--- src/rtl/irq_cause_pkg.sv ---
package irq_cause_pkg;
  typedef enum logic [2:0] {
    RG_CAUSE     = 3'd0,
    RG_CAUSE_SET = 3'd1,
    RG_MASK_SET  = 3'd2,
    RG_MASK_CLR  = 3'd3,
    RG_AUTOMASK  = 3'd4
  } reg_sel_e;
endpackage

--- src/rtl/irq_cause_bank.sv ---
module irq_cause_bank #(
  parameter int          DW       = 32,
  parameter int          SUM_BIT  = 24,
  parameter logic [31:0] GRP_MASK = 32'h0007_0244
) (
  input  logic          clk,
  input  logic          rst,
  input  logic [DW-1:0] set_raw,
  input  logic          clr_en,
  input  logic [DW-1:0] clr_raw,
  output logic [DW-1:0] cause_q
);
  localparam int FLAG_BIT = DW - 1;
  localparam logic [DW-1:0] GRP = DW'(GRP_MASK);
  localparam logic [DW-1:0] SUM_ONE = DW'(1) << SUM_BIT;

  logic [DW-1:0] set_vec;
  logic [DW-1:0] clr_vec;

  always_comb begin
    set_vec = set_raw;
    if ((set_raw & GRP) != '0) set_vec = set_vec | SUM_ONE;
    clr_vec = '0;
    if (clr_en) begin
      clr_vec = clr_raw;
      if (clr_raw[SUM_BIT]) clr_vec = clr_vec | GRP;
    end
  end

  // Per-bit hold cell: a set in the same cycle as a clear wins.
  for (genvar i = 0; i < FLAG_BIT; i++) begin : g_bit
    always_ff @(posedge clk) begin
      if (rst) cause_q[i] <= 1'b0;
      else     cause_q[i] <= set_vec[i] | (cause_q[i] & ~clr_vec[i]);
    end
  end
  assign cause_q[FLAG_BIT] = 1'b0;

  AST_W1C_CLEARS: assert property (@(posedge clk) disable iff (rst)
    clr_en |=> ((cause_q & $past(clr_raw) & ~$past(set_vec)) == '0));
  AST_SUMMARY_CLR: assert property (@(posedge clk) disable iff (rst)
    (clr_en && clr_raw[SUM_BIT] && ((set_raw & GRP) == '0)) |=> ((cause_q & GRP) == '0));
  AST_SUMMARY_SET: assert property (@(posedge clk) disable iff (rst)
    ((set_raw & GRP) != '0) |=> cause_q[SUM_BIT]);
  AST_EVENT_WINS: assert property (@(posedge clk) disable iff (rst)
    (set_raw != '0) |=> ((cause_q & $past(set_raw)) == $past(set_raw)));
endmodule

--- src/rtl/irq_mask_bank.sv ---
module irq_mask_bank #(
  parameter int DW = 32
) (
  input  logic          clk,
  input  logic          rst,
  input  logic          set_en,
  input  logic          clr_en,
  input  logic          am_wr,
  input  logic          am_fire,
  input  logic [DW-1:0] data,
  output logic [DW-1:0] mask_q,
  output logic [DW-1:0] am_q
);
  always_ff @(posedge clk) begin
    if (rst) begin
      mask_q <= '0;
      am_q   <= '0;
    end else begin
      if (set_en)       mask_q <= mask_q | data;
      else if (clr_en)  mask_q <= mask_q & ~data;
      else if (am_fire) mask_q <= mask_q & ~am_q;
      if (am_wr) am_q <= data;
    end
  end

  AST_MASK_SET: assert property (@(posedge clk) disable iff (rst)
    set_en |=> ((mask_q & $past(data)) == $past(data)));
  AST_MASK_CLR: assert property (@(posedge clk) disable iff (rst)
    clr_en |=> ((mask_q & $past(data)) == '0));
  AST_AUTOMASK: assert property (@(posedge clk) disable iff (rst)
    am_fire |=> ((mask_q & $past(am_q)) == '0));
endmodule

--- src/rtl/irq_pend_eval.sv ---
module irq_pend_eval #(
  parameter int DW = 32
) (
  input  logic [DW-1:0] cause_q,
  input  logic [DW-1:0] mask_q,
  output logic          flag
);
  localparam logic [DW-1:0] LOW_BITS = {1'b0, {(DW-1){1'b1}}};
  logic [DW-1:0] pend;
  assign pend = cause_q & mask_q & LOW_BITS;
  assign flag = |pend;
endmodule

--- src/rtl/irq_cause_ctrl.sv ---
module irq_cause_ctrl
  import irq_cause_pkg::*;
#(
  parameter int          DW       = 32,
  parameter int          SUM_BIT  = 24,
  parameter logic [31:0] GRP_MASK = 32'h0007_0244
) (
  input  logic          clk,
  input  logic          rst,
  input  logic [DW-1:0] hw_evt,
  input  logic          wr_en,
  input  logic [2:0]    wr_sel,
  input  logic [DW-1:0] wr_data,
  input  logic          automask_en,
  input  logic [2:0]    rd_sel,
  output logic [DW-1:0] rd_data,
  output logic          irq_o
);
  localparam int FLAG_BIT = DW - 1;
  localparam logic [DW-1:0] LOW_BITS = {1'b0, {(DW-1){1'b1}}};

  logic [DW-1:0] cause_q, mask_q, am_q, set_raw, cause_view;
  logic          wr_cause, wr_cset, wr_mset, wr_mclr, wr_am, am_fire, flag;

  assign wr_cause = wr_en && (wr_sel == RG_CAUSE);
  assign wr_cset  = wr_en && (wr_sel == RG_CAUSE_SET);
  assign wr_mset  = wr_en && (wr_sel == RG_MASK_SET);
  assign wr_mclr  = wr_en && (wr_sel == RG_MASK_CLR);
  assign wr_am    = wr_en && (wr_sel == RG_AUTOMASK);

  assign set_raw = (hw_evt | (wr_cset ? wr_data : '0)) & LOW_BITS;
  assign am_fire = wr_cause && flag && automask_en;

  irq_cause_bank #(.DW(DW), .SUM_BIT(SUM_BIT), .GRP_MASK(GRP_MASK)) u_cause (
    .clk(clk), .rst(rst), .set_raw(set_raw), .clr_en(wr_cause),
    .clr_raw(wr_data), .cause_q(cause_q)
  );

  irq_mask_bank #(.DW(DW)) u_mask (
    .clk(clk), .rst(rst), .set_en(wr_mset), .clr_en(wr_mclr), .am_wr(wr_am),
    .am_fire(am_fire), .data(wr_data), .mask_q(mask_q), .am_q(am_q)
  );

  irq_pend_eval #(.DW(DW)) u_pend (
    .cause_q(cause_q), .mask_q(mask_q), .flag(flag)
  );

  always_comb begin
    cause_view = cause_q;
    cause_view[FLAG_BIT] = flag;
    case (rd_sel)
      RG_CAUSE:    rd_data = cause_view;
      RG_MASK_SET: rd_data = mask_q;
      RG_AUTOMASK: rd_data = am_q;
      default:     rd_data = '0;
    endcase
  end
  assign irq_o = flag;

  AST_NO_AUTOMASK_IDLE: assert property (@(posedge clk) disable iff (rst)
    (wr_cause && !(flag && automask_en)) |=> $stable(mask_q));
  AST_FLAG_SET_ONLY_BY_PEND: assert property (@(posedge clk) disable iff (rst)
    $rose(irq_o) |-> ((cause_q & mask_q & LOW_BITS) != '0));
endmodule

--- config.mk ---
export PLATFORM = sky130hd
export DESIGN_NAME = irq_cause_ctrl
export DESIGN_NICKNAME = d
export VERILOG_FILES = /design/src/rtl/irq_cause_pkg.sv /design/src/rtl/irq_cause_bank.sv /design/src/rtl/irq_mask_bank.sv /design/src/rtl/irq_pend_eval.sv /design/src/rtl/irq_cause_ctrl.sv
export SDC_FILE = /design/constraint.sdc
export NUM_CORES = 1
export LEC_CHECK = 0
export ABC_CLOCK_PERIOD_IN_PS = 2650
export BUFFER_PORTS_ARGS = -buffer_cell sky130_fd_sc_hd__buf_2
export CORE_AREA = 2 2 110 112
export DETAILED_ROUTE_END_ITERATION = 12
export DIE_AREA = 0 0 112 114
export HOLD_SLACK_MARGIN = 0.08
export PLACE_DENSITY = 0.72
export SLEW_MARGIN = 20
export SYNTH_ARGS = -nofsm -noshare
export SYNTH_HDL_FRONTEND = slang
export SYNTH_HIERARCHICAL = 1
export SYNTH_SLANG_ARGS = --single-unit
--- constraint.sdc ---
create_clock -name clk -period 2.65 [get_ports clk]
set_clock_uncertainty 0.2 [all_clocks]
set_input_delay 0.3975 -clock clk [delete_from_list [all_inputs] [get_ports clk]]
set_output_delay 0.3975 -clock clk [all_outputs]
set_load 0.01 [all_outputs]
==> impl_metrics.yaml <==
placed_design:
  pre_cts_slack_ns: -0.0135
  gp_congestion: 0.813
  dp_hpwl_um: 10500
  port_buffers: 105
floorplanning:
  design.core.area_um2: 11700
  ios: 107
  core.rowCount: 40
  dieArea_um2: 12800
  die_width_um: 112
  die_h_um: 114
  initial_core_util_pct: 48.5
timing:
  fin_ws_ns: -0.224
  tightestPinTransition_ns: 0.517
  period_share_pct: 108
  grt_setup_unrepaired: "yes"
  final.min_clock_period_ns: 2.87
  hold_viol_final: 0
  max_freq_ghz: 0.348
  finalSetupTns_ns: -0.224
  relSlewSlack_pct: 65.5
  maxSlewViolCount: 0
  finalSetupViolations: 1
clock_network:
  htree_levels: 3
  holdBufCountCts: 0
  clkLatencyLatePin_ns: 0.34
  cts_setup_buffers: 0
  cts.sinks: 95
  path_clk_slew_ns: 0.07
  cts_root_buf: "clkbuf_16"
  clockBufferDepth: 2
  cts_buffers: 9
  cts_tree: "built"
global_routing:
  gr-total-overflow: 0
  grt_usage_pct: 24.6
  grt_pass1_wl_um: 25200
  antenna_found_initial: 0
  grt_pass1_vias: 4915
  grt_start_max_net_pins: 97
pwr:
  seqPwrFrac_pct: 43.7
  p_comb_share_pct: 16.1
  p_switching_uw: 919
  switching_share_pct: 26.2
  pwr-share-clk_pct: 40.2
  p_leak_nw: 2.56
  p_int_mw: 2.59
  p_per_area_nw_per_um2: 523
  ir_worst_vdd_mv: 0.305
flow_run:
  drv_cap: 0
cells_and_area:
  drive_above_1_share_pct: 38.8
  diodes: 0
  area_growth_syn_to_layout_pct: 18.0
  nets: 749
drt:
  wirelength_um: 15800
  drt_iter0_drc: 325
  dr_total_vias: 4949
  drtAntennaViolNets: 0
  viasPerCell: 5.98
  wire_per_inst_um: 19.2
  dr.pass1.iters: 5
  drc: 0
worst_hold_path:
  hold_class: "in2reg"
status:
  status: "complete, but fails checks"
  violations: "negative setup slack"
synth:
  syn-cell-area_um2: 5690
  yosysWarnings: 6
  netlist_instances: 588
  synth.avg_cell_area_um2: 9.67
  syn_nets: 662
setup_path:
  crit_required_ns: 2.05
  crit_path_start_kind: "register"
  worstPathArrival_ns: 2.28
  critPathCaptureType: "primary output"
  path_class: "reg2out"
  cp_max_fo: 2
## per-stage QoR
| step | utilization [%] | instance area, µm² | cells | hold WS (ns) | total power, mW |
|---|---|---|---|---|---|
| floorplan | - | 5690 | 588 | 0.243 | 1.90 |
| global placement | 54.3 | 6360 | 811 | 0.283 | 2.10 |
| detailed placement | 54.3 | 6360 | 811 | 0.299 | 2.12 |
| CTS | 57.2 | 6700 | 827 | 0.129 | 3.52 |
| global route | 57.3 | 6710 | 827 | 0.152 | 3.62 |
| finish | 57.3 | 6710 | 827 | 0.131 | 3.51 |
## layout make-up
class / instances / area (µm²)
repair buffers: 127 / 796
clock buffers: 11 / 243
multi-input cells: 442 / 3500
fillers: 1060 / 5000
clock inverters: 5 / 81.3
well taps: 147 / 184
flip-flops and latches: 95 / 1900
## sequential cells by signal (all words and copies together), names as in the netlist
signal and flops:
u_mask/mask_q 32, u_mask/am_q 32, u_cause/cause_q 31
## power by group through the flow
stage                     clock network (mW)  logic (mW)  registers, mW
after global routing                    1.47       0.608           1.54
after CTS                               1.43       0.563           1.53
after detailed placement                   0       0.554           1.57
after floorplan                            0       0.357           1.55
after global placement                     0       0.540           1.56
final                                   1.41       0.565           1.53
## timing repair
action	4_1_cts	5_1_grt
pin swaps	7	0
endpoints found under the hold margin	0	0
resized for setup	4	1
setup endpoints to repair	32	12
## layout by cell type (no fill, tap or decap), drive strengths merged, types with 2 or more instances in the layout
cell / n
buf: 127
a211oi: 96
dfxtp: 95
a21oi: 62
nor2: 62
nand2b: 32
mux2i: 32
nor2b: 32
mux2: 32
a21o: 31
nand2: 27
a22oi: 12
clkbuf: 11
o21ai: 6
bufinv: 2
nand3: 2
nand4: 2
nor3: 2
clkinv: 2
## worst max-delay path, cell delays in order, from the launching register on
cell	delay [ns]
dfxtp_2	0.32
a22o_1	0.26
a221oi_2	0.19
nand3_1	0.10
or4_4	0.55
nor2b_4	0.14
a211oi_2	0.18
a211oi_2	0.05
buf_2	0.15
## final timing paths
kind	from	end	slack, ns	cells past startpoint
worst min register to register	u_cause/cause_q[24]$_SDFF_PP0_	u_cause/cause_q[24]$_SDFF_PP0_	0.31	2
worst max register to register	u_mask/mask_q[4]$_SDFFE_PP0P_	u_mask/mask_q[16]$_SDFFE_PP0P_	0.04	9
worst min-delay path	hw_evt[28]	u_cause/cause_q[28]$_SDFF_PP0_	0.13	4
worst max-delay path	u_mask/mask_q[4]$_SDFFE_PP0P_	rd_data[31]	-0.22	8
## per-layer routing
layer,GRT usage [%],wire length [µm],vias up
li1,-,-,2319
met1,31.8,6950,2425
met2,43.2,7710,176
met3,2.76,876,29
met4,7.80,300,0
met5,0,0,-
Note: power is estimated with default switching activity, not from simulation.
